<file path="config.mk">
export PLATFORM = sky130hd
export DESIGN_NAME = strobed_out_chan
export DESIGN_NICKNAME = d
export VERILOG_FILES = /design/src/rtl/sochan_pkg.sv /design/src/rtl/sochan_sync.sv /design/src/rtl/sochan_inte.sv /design/src/rtl/sochan_flags.sv /design/src/rtl/strobed_out_chan.sv
export SDC_FILE = /design/constraint.sdc
export NUM_CORES = 1
export LEC_CHECK = 0
export ABC_AREA = 1
export BUFFER_PORTS_ARGS = -buffer_cell sky130_fd_sc_hd__buf_2
export CAP_MARGIN = 20
export CORE_UTILIZATION = 44
export DETAILED_ROUTE_END_ITERATION = 6
export PLACE_DENSITY_LB_ADDON = 0.25
export RECOVER_POWER = 100
export SYNTH_ARGS = -nofsm -noshare
export SYNTH_HDL_FRONTEND = slang
export SYNTH_SLANG_ARGS = --single-unit
</file>
<file path="constraint.sdc">
create_clock -name clk -period 1.7 [get_ports clk]
set_input_delay 0.17 -clock clk [delete_from_list [all_inputs] [get_ports clk]]
set_output_delay 0.17 -clock clk [all_outputs]
set_load 0.02 [all_outputs]
</file>
<file path="src/rtl/sochan_pkg.sv">
package sochan_pkg;

  typedef enum logic {
    GRP_A = 1'b0,
    GRP_B = 1'b1
  } grp_e;

  // Handshake nibble positions; the enable index is the one the
  // set/reset command must name.
  function automatic int inte_pos(grp_e g);
    return (g == GRP_A) ? 6 : 2;
  endfunction

  function automatic int obf_pos(grp_e g);
    return (g == GRP_A) ? 7 : 1;
  endfunction

  function automatic int intr_pos(grp_e g);
    return (g == GRP_A) ? 3 : 0;
  endfunction

endpackage

</file>
<file path="src/rtl/sochan_sync.sv">
module sochan_sync #(
  parameter int   STAGES  = 2,
  parameter logic RST_VAL = 1'b1
) (
  input  logic clk,
  input  logic rst_n,
  input  logic async_i,
  output logic sync_o,
  output logic rise_o,
  output logic fall_o
);

  logic [STAGES-1:0] chain_q;
  logic              prev_q;

  always_ff @(posedge clk) begin
    if (!rst_n) begin
      chain_q <= {STAGES{RST_VAL}};
      prev_q  <= RST_VAL;
    end else begin
      chain_q <= {chain_q[STAGES-2:0], async_i};
      prev_q  <= chain_q[STAGES-1];
    end
  end

  assign sync_o = chain_q[STAGES-1];
  assign rise_o = sync_o & ~prev_q;
  assign fall_o = ~sync_o & prev_q;

endmodule

</file>
<file path="src/rtl/sochan_inte.sv">
module sochan_inte #(
  parameter int NIB_W  = 8,
  parameter int EN_BIT = 6,
  localparam int SEL_W = $clog2(NIB_W)
) (
  input  logic             clk,
  input  logic             rst_n,
  input  logic             cmd_valid_i,
  input  logic [SEL_W-1:0] cmd_bit_i,
  input  logic             cmd_set_i,
  output logic             inte_o
);

  logic hit;

  assign hit = cmd_valid_i && (cmd_bit_i == SEL_W'(EN_BIT));

  always_ff @(posedge clk) begin
    if (!rst_n)   inte_o <= 1'b0;
    else if (hit) inte_o <= cmd_set_i;
  end

endmodule

</file>
<file path="src/rtl/sochan_flags.sv">
module sochan_flags #(
  parameter int DATA_W = 8
) (
  input  logic              clk,
  input  logic              rst_n,
  input  logic              wr_sync_i,
  input  logic              wr_rise_i,
  input  logic              ack_sync_i,
  input  logic              inte_i,
  input  logic [DATA_W-1:0] data_i,
  output logic [DATA_W-1:0] port_o,
  output logic              obf_n_o,
  output logic              intr_o
);

  always_ff @(posedge clk) begin
    if (!rst_n) begin
      port_o  <= '0;
      obf_n_o <= 1'b1;
    end else if (wr_rise_i) begin
      port_o  <= data_i;
      obf_n_o <= 1'b0;
    end else if (!ack_sync_i) begin
      obf_n_o <= 1'b1;
    end
  end

  // Request is a registered level; a write in progress keeps it low.
  always_ff @(posedge clk) begin
    if (!rst_n) intr_o <= 1'b0;
    else        intr_o <= ack_sync_i & obf_n_o & inte_i & wr_sync_i & ~wr_rise_i;
  end

endmodule

</file>
<file path="src/rtl/strobed_out_chan.sv">
module strobed_out_chan
  import sochan_pkg::*;
#(
  parameter int   DATA_W      = 8,
  parameter int   SYNC_STAGES = 2,
  parameter grp_e GROUP       = GRP_A,
  localparam int  NIB_W       = 8,
  localparam int  SEL_W       = $clog2(NIB_W),
  localparam int  EN_BIT      = inte_pos(GROUP),
  localparam int  OBF_BIT     = obf_pos(GROUP),
  localparam int  INTR_BIT    = intr_pos(GROUP)
) (
  input  logic              clk,
  input  logic              rst_n,
  input  logic              wr_n_i,
  input  logic [DATA_W-1:0] wr_data_i,
  input  logic              ack_n_i,
  input  logic              bsr_valid_i,
  input  logic [SEL_W-1:0]  bsr_bit_i,
  input  logic              bsr_set_i,
  output logic [DATA_W-1:0] port_o,
  output logic              obf_n_o,
  output logic              intr_o,
  output logic [NIB_W-1:0]  status_o
);

  logic wr_sync, wr_rise, wr_fall;
  logic ack_sync, ack_rise, ack_fall;
  logic inte;

  sochan_sync #(.STAGES(SYNC_STAGES), .RST_VAL(1'b1)) wr_sync_i (
    .clk(clk), .rst_n(rst_n), .async_i(wr_n_i),
    .sync_o(wr_sync), .rise_o(wr_rise), .fall_o(wr_fall)
  );

  sochan_sync #(.STAGES(SYNC_STAGES), .RST_VAL(1'b1)) ack_sync_i (
    .clk(clk), .rst_n(rst_n), .async_i(ack_n_i),
    .sync_o(ack_sync), .rise_o(ack_rise), .fall_o(ack_fall)
  );

  sochan_inte #(.NIB_W(NIB_W), .EN_BIT(EN_BIT)) inte_i (
    .clk(clk), .rst_n(rst_n), .cmd_valid_i(bsr_valid_i),
    .cmd_bit_i(bsr_bit_i), .cmd_set_i(bsr_set_i), .inte_o(inte)
  );

  sochan_flags #(.DATA_W(DATA_W)) flags_i (
    .clk(clk), .rst_n(rst_n), .wr_sync_i(wr_sync), .wr_rise_i(wr_rise),
    .ack_sync_i(ack_sync), .inte_i(inte), .data_i(wr_data_i),
    .port_o(port_o), .obf_n_o(obf_n_o), .intr_o(intr_o)
  );

  // Acknowledge edges are not used by the flag logic (level-driven).
  logic ack_edge_unused;
  assign ack_edge_unused = ack_rise ^ ack_fall;

  genvar b;
  generate
    for (b = 0; b < NIB_W; b++) begin : g_stat
      if (b == OBF_BIT) begin : g_obf
        assign status_o[b] = obf_n_o;
      end else if (b == EN_BIT) begin : g_en
        assign status_o[b] = inte;
      end else if (b == INTR_BIT) begin : g_irq
        assign status_o[b] = intr_o;
      end else begin : g_zero
        assign status_o[b] = 1'b0 & ack_edge_unused;
      end
    end
  endgenerate

endmodule

</file>
# Yosys cells after proc, flatten, opt, wreduce, memory -nomap -nowiden
# Index checks and enable logic that the tools add are counted.
# W data, S select, Z words.
[word_totals]
regBits = 16
input_bits = 17
output_inout_bits = 18
elab_cells = 19
[op_classes]
n_eq_ne = 2
muxes = 2
bitwise_logic = 7
reduce_logical = 1
[ops]
columns = ["operator", "count"]
rows = [
  ["$and A1 B1 Y1", 5],
  ["$eq A3 B3 Y1 const B", 1],
  ["$mux W1", 2],
  ["$ne A2 B1 Y1 const B", 1],
  ["$not A1 Y1", 2],
  ["$logic_and A1 B1 Y1", 1],
]

# Logic depth before layout (Yosys ltp)
# Gate-level depths: netlist of the first run.
[logic_depth]
ltp_word = 4
ltp_mapped = 5
ltp_nobuf = 5

# By module
# Synthesis of the first run repeated with hierarchy kept, for this count alone.
[hier_totals]
cells_unflattened = 89
hier_area_um2 = 694.4
[by_module_without_submodules]
columns = ["mod", "n_inst", "cells_each", "area_each_um2", "seq_area_each_um2"]
rows = [
  ["sochan_flags", 1, 46, 384.1, 200.2],
  ["sochan_sync", 2, 12, 93.8, 60.1],
  ["strobed_out_chan", 1, 9, 63.8, 0.0],
  ["sochan_inte", 1, 10, 58.8, 20.0],
]

# Worst setup path before layout of the first run
# Ideal clock, no wire load.
[synth_path]
path_kind = "register -> output"
from = "register flags_i.obf_n_o"
to = "output status_o[7]"
arrival_ns = 0.633
required_ns = 1.530
slack_ns = 0.897
stages_incl_launch_ff = 2
path_buffers = 1
path_cell_list = "dfxtp_1 buf_4"
[synth_rtl]
columns = ["item", "line", "rtl"]
rows = [
  ["start: declaration", "sochan_flags.sv:12", "output logic obf_n_o,"],
  ["start signal: assignment", "sochan_flags.sv:19", "obf_n_o <= 1'b1;"],
  ["start signal: assignment", "sochan_flags.sv:22", "obf_n_o <= 1'b0;"],
  ["start signal: assignment", "sochan_flags.sv:24", "obf_n_o <= 1'b1;"],
  ["end: declaration", "strobed_out_chan.sv:24", "output logic [NIB_W-1:0] status_o"],
]
# No word-level cell between the ends.

# Final worst setup path of the first run
[layout_path]
from = "register flags_i.obf_n_o"
to = "output status_o[7]"
# No word-level cell between the ends.

==> results of run 1 <==
## per-layer routing
metal	share of wire (%)	track usage, %	vias up
li1	-	-	268
met1	45	14.89	217
met2	48	21.67	21
met3	6.9	5.202	0
met4	0	7.759	0
met5	0	0	-
## state kept, by name, summed over array words and instances, names as in the netlist
name / count
ack_sync_i.chain_q: 2
flags_i.intr_o: 1
flags_i.obf_n_o: 1
flags_i.port_o: 8
inte_i.inte_o: 1
wr_sync_i.chain_q: 2
wr_sync_i.prev_q: 1
## layout by cell type (no fill, tap or decap)
cell type / synthesis / layout
a21oi_1: 1 / 1
buf_2: 1 / 15
clkbuf_1: 0 / 14
clkbuf_4: 0 / 3
clkinv_1: 0 / 1
conb_1: 1 / 5
dfxtp_1: 16 / 16
inv_1: 6 / 6
inv_6: 1 / 1
nand2_1: 4 / 5
nand3_1: 1 / 1
nand4_1: 1 / 1
nor2_1: 18 / 18
nor3_1: 1 / 1
o21ai_0: 9 / 9
or2_1: 4 / 4
## through the flow
stage	utilization (%)	instance area, um2	total power [uW]
detailed placement	55.58	723.2	482.0
finish	55.38	720.7	654.9
global route	55.38	720.7	686.7
CTS	57.31	745.7	668.1
global placement	55.58	723.2	480.3
floorplan	-	624.3	462.9
## power by group through the flow
stage | sequential, uW | clock, uW | combinational (uW)
global placement | 403 | 0 | 77.4
global route | 396 | 206 | 84.4
finish | 394 | 186 | 74.4
floorplan | 412 | 0 | 50.7
CTS | 395 | 195 | 78.6
detailed placement | 404 | 0 | 78.4
## how the worst max path moves through the flow
stage / from / to / slack [ps] / cells past startpoint
final: flags_i.obf_n_o / status_o[7] / 610 / 1
after global routing: flags_i.obf_n_o / obf_n_o / 560 / 1
after CTS: flags_i.obf_n_o / status_o[7] / 670 / 1
after detailed placement: wr_sync_i.chain_q[1] / flags_i.port_o[0] / 900 / 3
after global placement: rst_n / wr_sync_i.chain_q[1] / 900 / 3
after floorplan: flags_i.obf_n_o / status_o[7] / 900 / 1
## area by class of cell
| type | instances | area [um2] | area share [%] |
|---|---|---|---|
| repair buffers | 29 | 127.6 | 17.71 |
| inverters | 8 | 35.03 | 4.861 |
| flip-flops and latches | 16 | 320.3 | 44.44 |
| multi-input cells | 45 | 196.4 | 27.26 |
| well taps | 15 | 18.77 | 2.604 |
| clock buffers | 3 | 22.52 | 3.125 |
## cells by family after synthesis
family                 Yosys count  synth area share [%]
AND/OR/NAND/NOR                 30                 22.17
buffers and inverters           17                 16.43
flip-flops                      16                 52.57
AO/OA/AOI/OAI                   10                 8.212
other                            1                0.6154
==> impl_metrics.tcl, run 1 <==
set metrics [dict create \
    drive_above_1_share_pct 18.81 \
    cp_max_fo 4 \
    cp_slowest_cell "dfxtp_1" \
    worstRegToRegCells 5 \
    synthDominantCellAreaShare_pct 52.57 \
    areaGrowthSynthToFinish_pct 18.28 \
    vias 506 \
    htree_levels 1 \
    cts_buffers 3 \
    fin_cells 116 \
    async_flop_share_pct 0 \
    status "finished, final reports clean" \
    fin_crit_sh_pct 63.84 \
    p_int_uw 497.2 \
    ys_seq_elements 16 \
    grt_overflow_total 0 \
    regToRegSetupSlack_ps 690 \
    finalSetupViolCount 0 \
    power.switching_uw 157.7 \
    initial_utilization_pct 46.83 \
    n_fill_cell 147 \
    rsz0062_at_grt "no" \
    syn_avg_cell_area_um2 8.234 \
    synth_area_leader_cell "dfxtp_1" \
    die_w_um 39.22 \
    r2r_end "flags_i.port_o[5]" \
    fin_hold_ws_ps 69.72 \
    dr.pass1.iters 2 \
    grt_pass1_wl_um 1338 \
    synth_warnings 0 \
    post_cts_resized 0 \
    place_congestion 0.6072 \
    clk_pin_slew_ps 80 \
    seq_area_frac_synth_pct 52.57 \
    synthTopCellsByArea "dfxtp_1 53%, nor2_1 11%, buf_4 9.9%, o21ai_0 7.4%, or2_1 4.1%" \
    critical_path_buf_inv_count 1 \
    slew_violations 0 \
    fmax_mhz 921.5 \
    worst-setup-path-type "reg -> out" \
    crit_arrival_ps 920 \
    cap_violations 0 \
    die-area_mm2 0.001538 \
    rr_startpoint "wr_sync_i.prev_q" \
    grt_pass1_vias 362 \
    coreArea_mm2 0.001301 \
    drc 0 \
    wl_um 977 \
    synth_area_um2 609.3 \
    power_frac_clock_pct 28.5 \
    ioPinCount 35 \
    cp_top_family "flip-flops" \
    post_cts_buffers 0 \
    cts_num_sinks 16 \
    endpoint_kind "output pin" \
    min_from "ack_n_i" \
    drt_iter0_markers 2 \
    cts_hold_buf 0 \
    whs_path_depth 2 \
    antenna_found_initial 0 \
    drt-wirelength-per-cell_um 8.422 \
    clk_latency_ps 270 \
    worstPathCellList "clkbuf_1" \
    layout_setup_ws_ps 614.8 \
    synth_commonest_cells "18 x nor2_1, 16 x dfxtp_1, 9 x o21ai_0" \
    num_rows 13 \
    dp_slack_ps 895.4 \
    cts_tree "yes" \
    cts.path.max_buffers 2 \
    antenna_left 0 \
    hpwl_um 735 \
    track_usage_pct 13.48 \
    yosysMostFrequentCell "nor2_1" \
    combPwrFrac_pct 11.4 \
    worstSetupStartpointType "flip-flop" \
    p_leak_uw 0.0003390 \
    diodes 0 \
    setup_tns_ps 0 \
    min_period_ps 1085 \
    seq_power_share_pct 60.2 \
    dp_cells 113 \
    die_h_um 39.22 \
    nets 120 \
    grt_max_degree 13 \
    cp.required_ps 1530 \
    synth_edf_count 0 \
    cts-root-buf "clkbuf_4" \
    cpPeakStageDelay_ps 390 \
    routed_via_density 4.362 \
    syn-instance-count 74 \
    hold_class "in -> reg" \
    vdd_drop_max_mv 0.5410 \
    numPortBuffers 29 \
    power_switching_share_pct 24.08 \
    p_per_area_mw_per_mm2 908.8 \
    hold_violations 0 \
    ys.flop_type "dfxtp_1" \
    worstHoldEndpoint "ack_sync_i.chain_q[0]" \
    clock_skew_ps 1.181 \
    yosysUniqueCellTypes 16 \
]
(Power assumes the default switching activity.)
==> run 2, diff against run 1 <==
- CORE_UTILIZATION: 44 -> 41
- clock period: 1.7 -> 1.1 ns (I/O delays scaled with it)
==> run 2 against run 1 <==
Compared with the run above: global-route usage grew 0.41 points; largest power group unchanged; sequential cell count unchanged; clock skew barely moved; highest routed layer is now met4; final area increased by 4.0%; die area increased by 6.9%.
==> impl_metrics.tcl, run 2 (synthesis results as in run 1) <==
set metrics [dict create \
    endpoint_kind "output pin" \
    vdd_drop_max_mv 0.7650 \
    seq_power_share_pct 55.5 \
    setup_tns_ps 0 \
    multi_input_area_um2 203.9 \
    clk_pin_slew_ps 90 \
    whs_path_depth 2 \
    fin_cells 118 \
    p_total_uw 1098 \
    dp_cells 113 \
    drc 0 \
    regToRegSetupSlack_ps 180 \
    dr.pass1.iters 3 \
    cts-root-buf "clkbuf_4" \
    status "finished, final reports clean" \
    critical_path_buf_inv_count 1 \
    grt_max_degree 13 \
    cp.required_ps 990 \
    die-area_mm2 0.001644 \
    cpPeakStageDelay_ps 360 \
    cp_max_fo 3 \
    slew_violations 0 \
    fin_crit_sh_pct 88.99 \
    numPortBuffers 29 \
    cp_top_family "flip-flops" \
    dpl-instance-area_um2 723.2 \
    hpwl_um 732.7 \
    combPwrFrac_pct 10.7 \
    n_fill_cell 144 \
    initial_utilization_pct 45.68 \
    post_cts_buffers 0 \
    hold_class "in -> reg" \
    cp_slowest_cell "dfxtp_1" \
    reg.largest.list "flags_i.port_o x8, ack_sync_i.chain_q x2, wr_sync_i.chain_q x2" \
    drt_iter0_markers 2 \
    areaGrowthSynthToFinish_pct 23.00 \
    worst-setup-path-type "reg -> out" \
    cts_num_sinks 16 \
    cts_tree "yes" \
    final_common_cell "nor2_1" \
    min_from "ack_n_i" \
    cap_violations 0 \
    coreArea_mm2 0.001334 \
    track_usage_pct 13.89 \
    p_per_area_mw_per_mm2 1465 \
    crit_arrival_ps 870 \
    die_w_um 40.55 \
    htree_levels 1 \
    ioPinCount 35 \
    routed_via_density 4.322 \
    drt-wirelength-per-cell_um 8.203 \
    vias 510 \
    worstRegToRegCells 4 \
    power_frac_clock_pct 33.7 \
    wl_um 968 \
    design_area_um2 749.5 \
    grt_pass1_wl_um 1393 \
    p_leak_uw 0.0003660 \
    power.switching_uw 251.9 \
    rr_startpoint "wr_sync_i.chain_q[1]" \
    place_congestion 0.5743 \
    worstHoldEndpoint "ack_sync_i.chain_q[0]" \
    num_rows 13 \
    clock_skew_ps 1.033 \
    diodes 0 \
    cts_buffers 3 \
    seqCellArea_um2 320.3 \
    p_int_uw 845.8 \
    r2r_end "flags_i.port_o[1]" \
    hold_violations 0 \
    clk_latency_ps 270 \
    worstPathCellList "clkbuf_1" \
    drive_above_1_share_pct 22.33 \
    rsz0062_at_grt "no" \
    nets 121 \
    grt_overflow_total 0 \
    regMostFlops "flags_i.port_o" \
    fmax_mhz 1022 \
    largest_register_ff_count 8 \
    finalSetupViolCount 0 \
    antenna_found_initial 0 \
    final_cell_mix "18 x nor2_1, 16 x dfxtp_1, 16 x buf_2, 12 x clkbuf_1, 9 x o21ai_0" \
    fin_hold_ws_ps 14.33 \
    worstSetupStartpointType "flip-flop" \
    min_period_ps 978.9 \
    antenna_left 0 \
    grt_pass1_vias 362 \
    die_h_um 40.55 \
    power_switching_share_pct 22.95 \
    cts.path.max_buffers 2 \
]
[run 2: per-layer routing]
| layer | vias to the layer above | wire (um) | track usage (%) |
|---|---|---|---|
| met2 | 23 | 405 | 19.84 |
| met1 | 212 | 466 | 15.93 |
| li1 | 273 | - | - |
| met5 | - | 0 | 0 |
| met4 | 0 | 12 | 12.50 |
| met3 | 2 | 83 | 5.000 |
[run 2: repair_timing]
item / in CTS / in global routing
setup endpoints to repair: 0 / 0
hold buffers: 0 / 1
resized for setup: 0 / 0
hold endpoints to repair: 0 / 1
[run 2: how the worst max path moves through the flow]
stage | startpoint | slack (ps) | end | cells after the start
6_report | inte_i.inte_o | 120 | status_o[6] | 1
5_1_grt | flags_i.port_o[4] | 60 | port_o[4] | 1
4_1_cts | flags_i.obf_n_o | 140 | status_o[7] | 1
3_5_place_dp | wr_sync_i.chain_q[1] | 300 | flags_i.port_o[2] | 3
3_3_place_gp | wr_sync_i.chain_q[1] | 310 | flags_i.port_o[4] | 3
2_1_floorplan | flags_i.obf_n_o | 350 | flags_i.intr_o | 2
[run 2: worst register-to-register path, stage by stage (launching register included)]
cell     delay (ps)
dfxtp_1         380
nand2_4         100
inv_1           210
nor2_1           70
nor2_1          100
[run 2: power by group through the flow]
| stage | Combinational, uW | Sequential [uW] | Clock (uW) |
|---|---|---|---|
| after global routing | 135 | 612 | 417 |
| final | 118 | 610 | 370 |
| after detailed placement | 121 | 623 | 0 |
| after floorplan | 78.3 | 637 | 0 |
| after global placement | 120 | 623 | 0 |
| after CTS | 122 | 610 | 387 |
[run 2: layout make-up]
cell class	instances	area share (%)
sequential	16	42.74
multi-input combinational	45	27.21
timing repair buffer	30	18.70
clock buffer	4	4.841
inverter	8	4.007
tap	15	2.504
[run 2: per-stage QoR]
stage                     worst slack, ps  util, %
after floorplan                     350.7        -
after global placement              305.8    54.22
after detailed placement            299.8    54.22
after CTS                           139.2    56.94
after global routing                57.10    56.19
final                               121.1    56.19
==> run 3, diff against run 2 <==
- BUFFER_PORTS_ARGS: -buffer_cell sky130_fd_sc_hd__buf_2 -> -buffer_cell sky130_fd_sc_hd__buf_4
==> run 3 against run 2 <==
Compared with the run above: clock skew about the same; clock power increased by 1%; count of clock-buffer cells in the layout unchanged; global-route usage increased by 1.1 points; critical path type unchanged; largest cell class unchanged.
==> impl_metrics.tcl, run 3 (synthesis results as in run 1) <==
set metrics [dict create \
    vdd_drop_max_mv 0.8938 \
    slew_violations 0 \
    cts_num_sinks 16 \
    worstPathCellList "clkbuf_1" \
    fmax_mhz 1007 \
    areaGrowthSynthToFinish_pct 29.16 \
    regMostFlops "flags_i.port_o" \
    reg.largest.list "flags_i.port_o x8, ack_sync_i.chain_q x2, wr_sync_i.chain_q x2" \
    num_rows 13 \
    nets 121 \
    hpwl_um 824.2 \
    track_usage_pct 15.02 \
    diodes 0 \
    status "finished, final reports clean" \
    fin_hold_ws_ps 8.783 \
    cts.path.max_buffers 2 \
    post_cts_resized 0 \
    final_cell_mix "18 x nor2_1, 16 x dfxtp_1, 14 x buf_4, 12 x clkbuf_1, 9 x o21ai_0" \
    antenna_found_initial 0 \
    drt_iter0_markers 3 \
    hold_class "in -> reg" \
    initial_utilization_pct 45.68 \
    drc 0 \
    cts-root-buf "clkbuf_4" \
    cp_top_family "flip-flops" \
    ioPinCount 35 \
    cap_violations 0 \
    finalSetupViolCount 0 \
    cts_buffers 3 \
    p_leak_uw 0.0003824 \
    die_w_um 40.55 \
    design_area_um2 787.0 \
    die_h_um 40.55 \
    critical_path_buf_inv_count 1 \
    p_per_area_mw_per_mm2 1418 \
    drt-wirelength-per-cell_um 9.034 \
    layout_setup_ws_ps 107.2 \
    rsz0062_at_grt "no" \
    dr.pass1.iters 2 \
    cp_slowest_cell "dfxtp_1" \
    n_fill_cell 143 \
    wl_um 1066 \
    routed_via_density 4.381 \
    worstSetupStartpointType "flip-flop" \
    clock_skew_ps 1.265 \
    coreArea_mm2 0.001334 \
    numPortBuffers 29 \
    antenna_left 0 \
    dp_slack_ps 275.7 \
    cp.required_ps 990 \
    worst-setup-path-type "reg -> out" \
    grt_pass1_vias 419 \
    largest_register_ff_count 8 \
    cts_tree "yes" \
    grt_pass1_wl_um 1545 \
    drive_above_1_share_pct 21.36 \
    die-area_mm2 0.001644 \
    min_period_ps 992.8 \
    regToRegSetupSlack_ps 170 \
    clk_pin_slew_ps 90 \
    dpl-instance-area_um2 795.8 \
    setup_tns_ps 0 \
    htree_levels 1 \
    hold_violations 0 \
    final_common_cell "nor2_1" \
    cpPeakStageDelay_ps 350 \
    place_congestion 0.5752 \
    p_total_uw 1116 \
    crit_arrival_ps 880 \
    grt_overflow_total 0 \
    fin_crit_sh_pct 90.26 \
    vias 517 \
    grt_max_degree 13 \
    clk_latency_ps 280 \
    cp_max_fo 2 \
    endpoint_kind "output pin" \
]
==> run 3: changes by cell type in the layout (fill, tap and decap cells not counted), sizes merged <==
cell / delta
buf: -2
clkbuf: +2
==> run 3: through the flow <==
stage               cells  utilization [%]
floorplan              78                -
finish                118            59.01
global placement      113            59.66
detailed placement    113            59.66
CTS                   118            63.13
global route          118            59.01
==> run 3: routing by layer <==
metal	GRT usage [%]	vias to the layer above	share of wire (%)
met5	0	-	0
met1	14.86	217	42
met4	12.50	0	1.5
li1	-	275	-
met2	25.00	23	47
met3	5.000	2	9.4
==> run 3: worst paths after layout <==
check                        startpoint                     to  depth (start not counted)
hold reg to reg   ack_sync_i.chain_q[0]  ack_sync_i.chain_q[1]                          1
setup reg to reg       wr_sync_i.prev_q      flags_i.port_o[3]                          5
setup / recovery      flags_i.port_o[0]              port_o[0]                          1
hold / removal                  ack_n_i  ack_sync_i.chain_q[0]                          2
==> run 3: power breakdown <==
part           total (uW)  internal, uW  leakage [uW]  switching [uW]
registers             610           600      0.000131            10.0
clock network         374           201     0.0000210             173
logic                 133          59.4      0.000231            73.2
total                1120           860      0.000382             256
==> run 3: final cells by class <==
cell class	instances	area (um2)	area share, %
Inverter	8	30.03	3.816
Sequential cell	16	320.3	40.70
Multi-Input combinational cell	45	203.9	25.91
Timing Repair Buffer	30	177.7	22.58
Clock buffer	4	36.28	4.610
Tap cell	15	18.77	2.385
==> run 3: timing repair <==
action / 4_1_cts / 5_1_grt
hold buffers: 1 / 0
hold endpoints to repair: 1 / 0
buffers inserted: 0 / 0
